===== src/rtl/irq_pkg.sv =====
package irq_pkg;

  typedef enum logic [1:0] {
    TRIG_RISE  = 2'b00,
    TRIG_FALL  = 2'b01,
    TRIG_LEVEL = 2'b10,
    TRIG_OFF   = 2'b11
  } trig_mode_e;

  localparam int NSRC        = 2;
  localparam int MODE_W      = 2;
  localparam int ADDR_STATUS = 0;
  localparam int ADDR_MASK   = 1;
  localparam int ADDR_MODE   = 2;

endpackage


===== src/rtl/irq_trig_cell.sv =====
module irq_trig_cell
  import irq_pkg::*;
(
  input  logic       clk,
  input  logic       rst_n,
  input  logic       lvl_i,
  input  logic       lvl_q_i,
  input  trig_mode_e mode_i,
  input  logic       en_i,
  input  logic       clr_i,
  output logic       flag_o
);

  logic flag_q;
  logic flag_d;
  logic rise;
  logic fall;

  always_comb begin
    rise = lvl_i & ~lvl_q_i;
    fall = ~lvl_i & lvl_q_i;
    unique case (mode_i)
      TRIG_RISE:  flag_d = (flag_q & ~clr_i) | (en_i & rise);
      TRIG_FALL:  flag_d = (flag_q & ~clr_i) | (en_i & fall);
      TRIG_LEVEL: flag_d = en_i & lvl_i;
      default:    flag_d = 1'b0;
    endcase
  end

  always_ff @(posedge clk or negedge rst_n) begin
    if (!rst_n) flag_q <= 1'b0;
    else        flag_q <= flag_d;
  end

  assign flag_o = flag_q;

endmodule


===== src/rtl/irq_cfg_regs.sv =====
module irq_cfg_regs
  import irq_pkg::*;
#(
  parameter int DATA_W = 8,
  parameter int ADDR_W = 2
) (
  input  logic                   clk,
  input  logic                   rst_n,
  input  logic                   we_i,
  input  logic                   re_i,
  input  logic [ADDR_W-1:0]      addr_i,
  input  logic [DATA_W-1:0]      wdata_i,
  input  logic [NSRC-1:0]        status_i,
  output logic [NSRC-1:0]        mask_o,
  output logic                   sel_o,
  output logic [NSRC*MODE_W-1:0] mode_o,
  output logic                   stat_clr_o,
  output logic [DATA_W-1:0]      rdata_o
);

  localparam int MODE_BITS = NSRC * MODE_W;

  logic [NSRC-1:0]      mask_q, mask_d;
  logic                 sel_q, sel_d;
  logic [MODE_BITS-1:0] mode_q, mode_d;
  logic                 hit_stat, hit_mask, hit_mode;
  logic                 unused_wbits;

  assign hit_stat = (addr_i == ADDR_W'(ADDR_STATUS));
  assign hit_mask = (addr_i == ADDR_W'(ADDR_MASK));
  assign hit_mode = (addr_i == ADDR_W'(ADDR_MODE));
  assign unused_wbits = ^wdata_i[DATA_W-1:MODE_BITS];

  always_comb begin
    mask_d = mask_q;
    sel_d  = sel_q;
    mode_d = mode_q;
    if (we_i && hit_mask) begin
      mask_d = wdata_i[NSRC-1:0];
      sel_d  = wdata_i[NSRC];
    end
    if (we_i && hit_mode) begin
      mode_d = wdata_i[MODE_BITS-1:0];
    end
  end

  always_ff @(posedge clk or negedge rst_n) begin
    if (!rst_n) begin
      mask_q <= '0;
      sel_q  <= 1'b0;
      mode_q <= '0;
    end else begin
      mask_q <= mask_d;
      sel_q  <= sel_d;
      mode_q <= mode_d;
    end
  end

  always_comb begin
    rdata_o = '0;
    if (hit_stat)      rdata_o = DATA_W'(status_i);
    else if (hit_mask) rdata_o = DATA_W'({sel_q, mask_q});
    else if (hit_mode) rdata_o = DATA_W'(mode_q);
  end

  assign stat_clr_o = re_i & hit_stat;
  assign mask_o     = mask_q;
  assign sel_o      = sel_q;
  assign mode_o     = mode_q;

endmodule


===== src/rtl/irq_combiner.sv =====
module irq_combiner
  import irq_pkg::*;
#(
  parameter int DATA_W = 8,
  parameter int ADDR_W = 2
) (
  input  logic              clk,
  input  logic              rst_n,
  input  logic              xfer_done_i,
  input  logic              slip_i,
  input  logic              blk_start_i,
  input  logic              reg_we_i,
  input  logic              reg_re_i,
  input  logic [ADDR_W-1:0] reg_addr_i,
  input  logic [DATA_W-1:0] reg_wdata_i,
  output logic [DATA_W-1:0] reg_rdata_o,
  output logic              irq_n_o
);

  localparam int MODE_BITS = NSRC * MODE_W;

  logic                 xfer_q, slip_q, blk_q;
  logic [NSRC-1:0]      src_now, src_prev;
  logic [NSRC-1:0]      status_q;
  logic [NSRC-1:0]      mask_q;
  logic                 sel_q;
  logic [MODE_BITS-1:0] mode_q;
  logic                 stat_clr;

  always_ff @(posedge clk or negedge rst_n) begin
    if (!rst_n) begin
      xfer_q <= 1'b0;
      slip_q <= 1'b0;
      blk_q  <= 1'b0;
    end else begin
      xfer_q <= xfer_done_i;
      slip_q <= slip_i;
      blk_q  <= blk_start_i;
    end
  end

  always_comb begin
    src_now[0]  = xfer_done_i;
    src_prev[0] = xfer_q;
    src_now[1]  = sel_q ? blk_start_i : slip_i;
    src_prev[1] = sel_q ? blk_q : slip_q;
  end

  irq_cfg_regs #(
    .DATA_W (DATA_W),
    .ADDR_W (ADDR_W)
  ) u_regs (
    .clk        (clk),
    .rst_n      (rst_n),
    .we_i       (reg_we_i),
    .re_i       (reg_re_i),
    .addr_i     (reg_addr_i),
    .wdata_i    (reg_wdata_i),
    .status_i   (status_q),
    .mask_o     (mask_q),
    .sel_o      (sel_q),
    .mode_o     (mode_q),
    .stat_clr_o (stat_clr),
    .rdata_o    (reg_rdata_o)
  );

  for (genvar g = 0; g < NSRC; g++) begin : g_src
    irq_trig_cell u_cell (
      .clk     (clk),
      .rst_n   (rst_n),
      .lvl_i   (src_now[g]),
      .lvl_q_i (src_prev[g]),
      .mode_i  (trig_mode_e'(mode_q[g*MODE_W +: MODE_W])),
      .en_i    (mask_q[g]),
      .clr_i   (stat_clr),
      .flag_o  (status_q[g])
    );
  end

  assign irq_n_o = ~(|status_q);

endmodule


===== config.mk =====
export PLATFORM = sky130hd
export DESIGN_NAME = irq_combiner
export DESIGN_NICKNAME = d
export VERILOG_FILES = /design/src/rtl/irq_pkg.sv /design/src/rtl/irq_trig_cell.sv /design/src/rtl/irq_cfg_regs.sv /design/src/rtl/irq_combiner.sv
export SDC_FILE = /design/constraint.sdc
export NUM_CORES = 1
export LEC_CHECK = 0
export ABC_AREA = 0
export BUFFER_PORTS_ARGS = -buffer_cell sky130_fd_sc_hd__buf_2
export CORE_MARGIN = 1.5
export CORE_UTILIZATION = 45
export CTS_BUF_LIST = sky130_fd_sc_hd__clkbuf_2
export DETAILED_ROUTE_END_ITERATION = 10
export GPL_ROUTABILITY_DRIVEN = 0
export PLACE_DENSITY = 0.76
export SYNTH_ARGS = -nofsm -noshare
export SYNTH_HDL_FRONTEND = slang
export SYNTH_SLANG_ARGS = --single-unit
export TNS_END_PERCENT = 20

===== constraint.sdc =====
create_clock -name clk -period 2.4 [get_ports clk]
set_clock_uncertainty 0.15 [all_clocks]
set_input_delay 0.6 -clock clk [delete_from_list [all_inputs] [get_ports clk]]
set_output_delay 0.6 -clock clk [all_outputs]
set_load 0.05 [all_outputs]

==> results of run 1 <==
## routing by layer
layer,vias up,share of wire [%],wire [um],track usage [%]
met3,0,6.5,69,3.41
li1,215,-,-,-
met2,19,51,541,28.7
met1,219,42,447,19.6
met5,-,0,0,0
met4,0,0,0,10.3
## state kept, by name (all words and copies together), names as in the netlist
register	cells
blk_q	1
slip_q	1
u_regs.mask_o	2
xfer_q	1
u_regs.mode_o	4
g_src.u_cell.flag_o	2
u_regs.sel_o	1
## power groups by stage
| stage | clock network (uW) | logic [uW] | registers [uW] |
|---|---|---|---|
| after floorplan | 0 | 149 | 263 |
| after global placement | 0 | 179 | 271 |
| after detailed placement | 0 | 185 | 273 |
| after CTS | 97.8 | 185 | 269 |
| after global routing | 105 | 198 | 275 |
| final | 92.3 | 184 | 269 |
## worst register-to-register path: stages, from the launching register on
cell and delay [ns]:
dfrtp_1 0.44, mux2_4 0.32, or4_1 0.48, o311ai_1 0.11
## cell type report
type	instances	area share, %
timing repair buffer	17	12.1
tap	14	2.50
inverter	2	1.07
multi-input combinational	37	39.3
sequential	12	42.9
clock buffer	3	2.14
## worst paths after layout
| path | to | start | cells after the start |
|---|---|---|---|
| min in group clk | slip_q | slip_i | 1 |
| worst max register to register | g_src[1].u_cell.flag_o | u_regs.sel_o | 3 |
| worst min-delay path | u_regs.sel_o | rst_n | 1 |
| worst max-delay path | reg_rdata_o[1] | reg_addr_i[0] | 5 |
| max in group asynchronous | xfer_q | rst_n | 1 |
| worst min register to register | g_src[0].u_cell.flag_o | u_regs.mask_o[0] | 1 |
## synth_stat cells
cell       number
or4_1           1
conb_1          1
and2b_1         1
inv_1           2
dfrtp_1        12
mux2_4          1
nand3b_1        1
nand2b_1        1
nor3b_1         2
mux2_2          7
o311ai_1        1
o2111ai_1       1
a21o_1          1
nand2_1         5
a22o_2          1
and2_1          1
nor2_1          1
nor2b_1         2
buf_4           4
o21ai_0         2
mux2i_1         3
o22ai_1         1
## logic make-up (layout without fill, tap and decap cells)
| family | count (synthesis) | in the layout | synth area share (%) |
|---|---|---|---|
| muxes | 11 | 11 | 20.6 |
| AOI/OAI and AO/OA | 7 | 7 | 8.53 |
| and+or+nand+nor | 15 | 15 | 14.1 |
| buffers and inverters | 6 | 22 | 6.24 |
| other | 1 | 4 | 0.623 |
| DFF | 12 | 12 | 49.9 |
## per-stage QoR
stage	hold WS [ns]	instances
final	0.0516	85
after global routing	0.0522	85
after CTS	0.0412	85
after detailed placement	0.336	82
after global placement	0.337	82
after floorplan	0.154	55
==> impl_metrics.json, run 1 <==
{
  "outcome": "finished, final reports clean",
  "hold_viol_final": 0,
  "post-route-period-util_pct": 90.7,
  "cts_tree": "built",
  "grt_usage_pct": 17.1,
  "initial_utilization_pct": 51.4,
  "num_io_pins": 26,
  "route.final.wire_length_um": 1060,
  "antenna_cells": 0,
  "power.internal_uw": 337,
  "syn-mean-instance-area_sq_um": 11.6,
  "cp.arrival_ns": 1.43,
  "hold_buffers": 0,
  "syn_area_sq_um": 602,
  "layout_common_cells": "buf_2 (17), dfrtp_1 (12), mux2_2 (7)",
  "coreArea_sq_um": 1170,
  "via_per_inst": 5.33,
  "cellPowerDensity_nw_per_um2": 778,
  "p_seq_share_pct": 49.4,
  "path_cells": "buf_2 -> and2b_1 -> nand2_1 -> o21ai_1 -> buf_2",
  "die_height_um": 39.6,
  "nNetsFinal": 90,
  "antenna_found_initial": 0,
  "net-switching-power_uw": 208,
  "layout-drive-gt1-share_pct": 40.8,
  "final_common_cell": "buf_2",
  "r2r_setup_slack_ns": 0.80,
  "clockBufferDepth": 2,
  "endpoint_kind": "primary output",
  "path_max_fanout": 5,
  "maxSlewViolCount": 0,
  "grt_max_degree": 13,
  "rsz0062_at_grt": "no",
  "vdd_drop_max_mv": 0.376,
  "crit_top_cell": "buf_2",
  "finalSetupViolCount": 0,
  "dpl_cell_area_sq_um": 686,
  "pre_cts_ws_ns": 0.229,
  "drt_pre_antenna_iters": 4,
  "setup_ws_ns": 0.223,
  "drtIter0Drc": 6,
  "num_rows": 12,
  "clock_latency_ns": 0.25,
  "postSynthCellCount": 52,
  "cpPeakStageDelay_ns": 0.28,
  "comb_power_share_pct": 33.7,
  "regArea_sq_um": 300,
  "clockPowerShare_pct": 16.9,
  "area_growth_pct": 16.4,
  "die_area_sq_um": 1570,
  "cts_root_buffer": "clkbuf_2",
  "utilization_pct": 59.8,
  "design_area_sq_um": 701,
  "startpoint_type": "primary input",
  "crit_required_ns": 1.65,
  "power.total_uw": 545,
  "hp-class": "in -> async",
  "clock.fmax_ghz": 0.459,
  "cts-resized-gates": 0,
  "clkSinkCount": 12,
  "nFillCells": 107,
  "path_buf_inv": 2,
  "path_class": "in -> out",
  "grt_overflow": 0,
  "cts-buffers-inserted": 3,
  "synth.lib_cells_used.distinct": 22,
  "p_sw_share_pct": 38.1,
  "critical_path.slowest_cell": "buf_2",
  "clk_pin_slew_ns": 0.10,
  "die_x_um": 39.6,
  "yosysTopAreaCell": "dfrtp_1",
  "crit_family": "buffers and inverters",
  "leakage_uw": 0.000351,
  "drc_errors": 0,
  "max_cap_violations": 0,
  "h-tree-depth": 1,
  "fin_tns_setup_ns": 0,
  "grt_first_pass_wirelength_um": 1650,
  "synth-seq-area-share_pct": 49.9,
  "period_needed_ns": 2.18,
  "via_count": 453,
  "multi_input_area_sq_um": 275,
  "drtAntennaViolNets": 0,
  "hpwl_um": 858,
  "cts_setup_buffers": 0,
  "synth_area_leaders": "dfrtp_1 (50%), mux2_2 (13%), mux2i_1 (5.0%)",
  "wire_per_inst_um": 12.4,
  "yosys.area.top_type_share_pct": 49.9,
  "yosys_warnings": 0,
  "synth_seq_cells": 12,
  "portBuffers": 17,
  "grt_pass1_vias": 408
}
Power figures use the tool's default switching activity.
==> run 2, diff against run 1 <==
--- a/config.mk
+++ b/config.mk
@@ -5,14 +5,14 @@
 export SDC_FILE = /design/constraint.sdc
 export NUM_CORES = 1
 export LEC_CHECK = 0
-export ABC_AREA = 0
+export ABC_AREA = 1
 export BUFFER_PORTS_ARGS = -buffer_cell sky130_fd_sc_hd__buf_2
 export CORE_MARGIN = 1.5
 export CORE_UTILIZATION = 45
 export CTS_BUF_LIST = sky130_fd_sc_hd__clkbuf_2
 export DETAILED_ROUTE_END_ITERATION = 10
 export GPL_ROUTABILITY_DRIVEN = 0
-export PLACE_DENSITY = 0.76
+export PLACE_DENSITY = 0.75
 export SYNTH_ARGS = -nofsm -noshare
 export SYNTH_HDL_FRONTEND = slang
 export SYNTH_SLANG_ARGS = --single-unit
==> impl_metrics.json, run 2 <==
{
  "clockBufferDepth": 2,
  "via_per_inst": 4.69,
  "dp.cells": 121,
  "grt_usage_pct": 18.6,
  "synth_seq_cells": 12,
  "grt_overflow": 0,
  "path_cells": "buf_2 -> inv_1 -> nor2_4 -> inv_1 -> o211ai_1 -> buf_2",
  "hold_buffers": 0,
  "initial_utilization_pct": 49.1,
  "synth.lib_cells_used.distinct": 15,
  "path_buf_inv": 4,
  "num_rows": 13,
  "synth_commonest_cells": "nand2_1 (27), inv_1 (15), dfrtp_1 (12)",
  "cts_tree": "built",
  "max_cap_violations": 0,
  "die_x_um": 41.1,
  "synth_fa_ha_area_share_pct": 0,
  "syn-mean-instance-area_sq_um": 7.27,
  "via_count": 586,
  "drt_pre_antenna_iters": 4,
  "hpwl_um": 1020,
  "grt_max_degree": 13,
  "net-switching-power_uw": 228,
  "coreArea_sq_um": 1330,
  "layout_common_cells": "nand2_1 (27), buf_2 (17), inv_1 (15)",
  "path_max_fanout": 5,
  "layoutNonFillerInstCount": 125,
  "crit_family": "buffers and inverters",
  "die_height_um": 41.1,
  "outcome": "finished, final reports clean",
  "die_area_sq_um": 1690,
  "path_class": "in -> out",
  "yosys_warnings": 0,
  "comb_power_share_pct": 32.6,
  "finalSetupViolCount": 0,
  "synth_ff_type": "dfrtp_1",
  "largest_reg_flops": 4,
  "period_needed_ns": 2.17,
  "synth_compound_area_share_pct": 11.7,
  "layout-drive-gt1-share_pct": 20.9,
  "p_sw_share_pct": 41.8,
  "clkSinkCount": 12,
  "synth-seq-area-share_pct": 45.9,
  "endpoint_kind": "primary output",
  "post-route-period-util_pct": 90.2,
  "num_io_pins": 26,
  "drc_errors": 0,
  "crit_required_ns": 1.65,
  "cpPeakStageDelay_ns": 0.29,
  "cellPowerDensity_nw_per_um2": 720,
  "async_flop_share_pct": 100,
  "clock_latency_ns": 0.29,
  "grt_first_pass_wirelength_um": 1980,
  "cts_root_buffer": "clkbuf_2",
  "cts_setup_buffers": 0,
  "vdd_drop_max_mv": 0.329,
  "hold_viol_final": 0,
  "synth_simple_gate_area_share_pct": 28.7,
  "r2r_setup_slack_ns": 1.13,
  "cp.arrival_ns": 1.42,
  "grt_pass1_vias": 498,
  "cts-buffers-inserted": 3,
  "yosysTopAreaCell": "dfrtp_1",
  "final_common_cell": "nand2_1",
  "leakage_uw": 0.000431,
  "drtIter0Drc": 9,
  "cts-resized-gates": 0,
  "postSynthCellCount": 90,
  "synth.area.mux_share_pct": 0,
  "route.final.wire_length_um": 1320,
  "drtAntennaViolNets": 0,
  "synth_xor_area_share_pct": 0,
  "antenna_cells": 0,
  "hp-class": "in -> async",
  "synth_area_leaders": "dfrtp_1 (46%), nand2_1 (15%), inv_1 (8.6%)",
  "critical_path.slowest_cell": "buf_2",
  "yosys.area.top_type_share_pct": 45.9,
  "synth.most_common_cell": "nand2_1",
  "antenna_found_initial": 0,
  "portBuffers": 17,
  "wire_per_inst_um": 10.6,
  "nNetsFinal": 128,
  "clock.fmax_ghz": 0.462,
  "startpoint_type": "primary input",
  "power.internal_uw": 318,
  "clk_pin_slew_ns": 0.13,
  "synth_top_family_by_area": "simple AND/OR/NAND/NOR gates",
  "syn_area_sq_um": 654,
  "p_seq_share_pct": 47.2,
  "rsz0062_at_grt": "no",
  "synth_edf_count": 0,
  "h-tree-depth": 1,
  "area_growth_pct": 15.9,
  "fin_tns_setup_ns": 0,
  "clockPowerShare_pct": 20.1,
  "maxSlewViolCount": 0
}
## run 2: cell types whose count changed in the layout (fill, tap and decap cells not counted), sizes merged, moves of 2 or more
| cell | previous run | this run |
|---|---|---|
| a21oi | 0 | 4 |
| inv | 2 | 15 |
| mux2 | 8 | 0 |
| mux2i | 3 | 0 |
| nand2 | 5 | 28 |
| nand3 | 0 | 8 |
| nor2 | 1 | 8 |
| nor2b | 2 | 0 |
| nor3b | 2 | 0 |
| o21ai | 2 | 7 |
## run 2: metal layers
metal / vias up / GRT usage [%] / share of wire [%]
li1: 313 / - / -
met1: 245 / 23.1 / 47
met2: 23 / 29.3 / 44
met3: 5 / 4.89 / 6.1
met4: 0 / 9.68 / 2.7
met5: - / 0 / 0
## run 2: path summary, 6_finish.rpt
path	start	to	cells after the start
max in group asynchronous	rst_n	g_src[0].u_cell.flag_o	1
min	rst_n	u_regs.sel_o	1
max reg2reg	u_regs.sel_o	g_src[1].u_cell.flag_o	7
min reg2reg	u_regs.mode_o[2]	u_regs.mode_o[2]	2
max	reg_addr_i[1]	reg_rdata_o[0]	6
min in group clk	slip_i	slip_q	1
## run 2: power by group through the flow
stage	sequential, uW	clock, uW	combinational, uW
2_1_floorplan	255	0	141
6_report	258	110	178
5_1_grt	263	126	198
3_3_place_gp	261	0	174
3_5_place_dp	262	0	179
4_1_cts	258	112	179
## run 2: cell type report
class / count / area [sq um]
tap: 15 / 18.8
inverter: 15 / 56.3
sequential: 12 / 300
timing repair buffer: 17 / 85.1
clock buffer: 3 / 15.0
multi-input combinational: 62 / 279
clock inverter: 1 / 3.75
fill: 133 / 576
## run 2: kinds of logic (layout without fill, tap and decap cells)
group / Yosys count / in the layout
buffers and inverters: 19 / 36
AOI/OAI and AO/OA: 14 / 14
DFF: 12 / 12
other: 1 / 4
and+or+nand+nor: 44 / 44
## run 2: through the flow
stage / setup slack, ns / utilization (%) / hold slack, ns / total power, uW / cell area (sq um)
2_1_floorplan: 0.0297 / - / 0.154 / 396 / 666
3_3_place_gp: 0.232 / 55.4 / 0.321 / 435 / 739
3_5_place_dp: 0.232 / 55.4 / 0.325 / 441 / 739
4_1_cts: 0.227 / 56.8 / 0.0161 / 549 / 758
5_1_grt: 0.154 / 56.8 / 0.0122 / 587 / 758
6_report: 0.235 / 56.8 / 0.00332 / 546 / 758
==> run 3, diff against run 2 <==
--- a/config.mk
+++ b/config.mk
@@ -6,12 +6,14 @@
 export NUM_CORES = 1
 export LEC_CHECK = 0
 export ABC_AREA = 1
+export ABC_CLOCK_PERIOD_IN_PS = 2400
 export BUFFER_PORTS_ARGS = -buffer_cell sky130_fd_sc_hd__buf_2
 export CORE_MARGIN = 1.5
 export CORE_UTILIZATION = 45
 export CTS_BUF_LIST = sky130_fd_sc_hd__clkbuf_2
 export DETAILED_ROUTE_END_ITERATION = 10
 export GPL_ROUTABILITY_DRIVEN = 0
+export HOLD_SLACK_MARGIN = 0.02
 export PLACE_DENSITY = 0.75
 export SYNTH_ARGS = -nofsm -noshare
 export SYNTH_HDL_FRONTEND = slang
==> impl_metrics.json, run 3 (same netlist as run 2, synthesis figures left out) <==
{
  "max_cap_violations": 0,
  "fin_tns_setup_ns": 0,
  "wl_met3_um": 80,
  "initial_utilization_pct": 49.1,
  "die_x_um": 41.1,
  "grt_max_degree": 13,
  "top_layer": "met4",
  "post-route-period-util_pct": 90.2,
  "cts_root_buffer": "clkbuf_2",
  "area_growth_pct": 17.4,
  "clk_pin_slew_ns": 0.13,
  "clockBufferDepth": 2,
  "layout_common_cells": "nand2_1 (27), buf_2 (17), inv_1 (15)",
  "period_needed_ns": 2.17,
  "outcome": "finished, final reports clean",
  "path_max_fanout": 5,
  "portBuffers": 17,
  "layout-drive-gt1-share_pct": 20.7,
  "clkSinkCount": 12,
  "num_rows": 13,
  "grt_pass1_vias": 504,
  "vdd_drop_max_mv": 0.329,
  "critical_path.slowest_cell": "buf_2",
  "coreArea_sq_um": 1330,
  "cts-buffers-inserted": 3,
  "rsz0062_at_grt": "no",
  "via_per_inst": 4.68,
  "num_io_pins": 26,
  "clock.fmax_ghz": 0.462,
  "crit_family": "buffers and inverters",
  "drtAntennaViolNets": 0,
  "drtIter0Drc": 9,
  "path_cells": "buf_2 -> inv_1 -> nor2_4 -> inv_1 -> o211ai_1 -> buf_2",
  "crit_required_ns": 1.65,
  "power.total_uw": 547,
  "endpoint_kind": "primary output",
  "largest_reg_flops": 4,
  "wl_met2_um": 586,
  "wl_met1_um": 618,
  "die_height_um": 41.1,
  "cp.arrival_ns": 1.42,
  "drc_errors": 0,
  "maxSlewViolCount": 0,
  "path_class": "in -> out",
  "route.final.wire_length_um": 1320,
  "final_common_cell": "nand2_1",
  "nNetsFinal": 129,
  "cts-resized-gates": 0,
  "via_count": 590,
  "hp-class": "in -> reg",
  "clock_latency_ns": 0.29,
  "hpwl_um": 1020,
  "hold_viol_final": 0,
  "antenna_cells": 0,
  "leakage_uw": 0.000435,
  "die_area_sq_um": 1690,
  "grt_usage_pct": 18.7,
  "cellPowerDensity_nw_per_um2": 712,
  "finalSetupViolCount": 0,
  "drt_pre_antenna_iters": 4,
  "cpPeakStageDelay_ns": 0.29,
  "path_buf_inv": 4,
  "h-tree-depth": 1,
  "cts_tree": "built",
  "startpoint_type": "primary input",
  "antenna_found_initial": 0,
  "wire_per_inst_um": 10.5,
  "grt_overflow": 0,
  "grt_first_pass_wirelength_um": 1990
}
[run 3: cell count changes in the layout (fill, tap and decap cells not counted)]
| cell | before | now |
|---|---|---|
| dlygate4sd3_1 | 0 | 1 |
[run 3: layer usage]
layer  vias up  GRT usage (%)
li1        315              -
met1       247           23.1
met2        23           29.7
met3         5           4.89
met4         0           9.68
met5         -              0
[run 3: per-stage QoR]
step	std cells	instance area [sq um]	hold slack, ns	utilization [%]	worst slack [ns]
after floorplan	93	666	0.154	-	0.0297
after global placement	121	739	0.321	55.4	0.232
after detailed placement	121	739	0.325	55.4	0.232
after CTS	126	768	0.280	57.6	0.227
after global routing	126	768	0.268	57.6	0.154
final	126	768	0.279	57.6	0.235
[run 3: report_power, final]
part / internal (uW) / switching, uW / leakage [uW]
sequential: 231 / 26.5 / 0.000146
clock: 36.1 / 73.8 / 0.0000140
combinational: 51.2 / 128 / 0.000275
total: 319 / 228 / 0.000435
[run 3: worst paths after layout]
check,startpoint,endpoint,slack [ns],cells past startpoint
worst max-delay path,reg_addr_i[1],reg_rdata_o[0],0.23,6
max in group asynchronous,rst_n,g_src[0].u_cell.flag_o,1.32,2
min in group asynchronous,rst_n,u_regs.sel_o,0.54,2
worst min register to register,u_regs.mode_o[2],u_regs.mode_o[2],0.35,2
worst min-delay path,slip_i,slip_q,0.28,1
worst max register to register,u_regs.sel_o,g_src[1].u_cell.flag_o,1.13,7
[run 3: area by class of cell]
class	count	area [sq um]
Clock buffer	3	15.0
Clock inverter	1	3.75
Fill cell	132	566
Inverter	15	56.3
Multi-Input combinational cell	62	279
Sequential cell	12	300
Tap cell	15	18.8
Timing Repair Buffer	18	95.1
[run 3: repair_timing]
item                                   in CTS  in global routing
hold buffers                                1                  0
setup buffers                               0                  0
endpoints found under the hold margin       7                  0
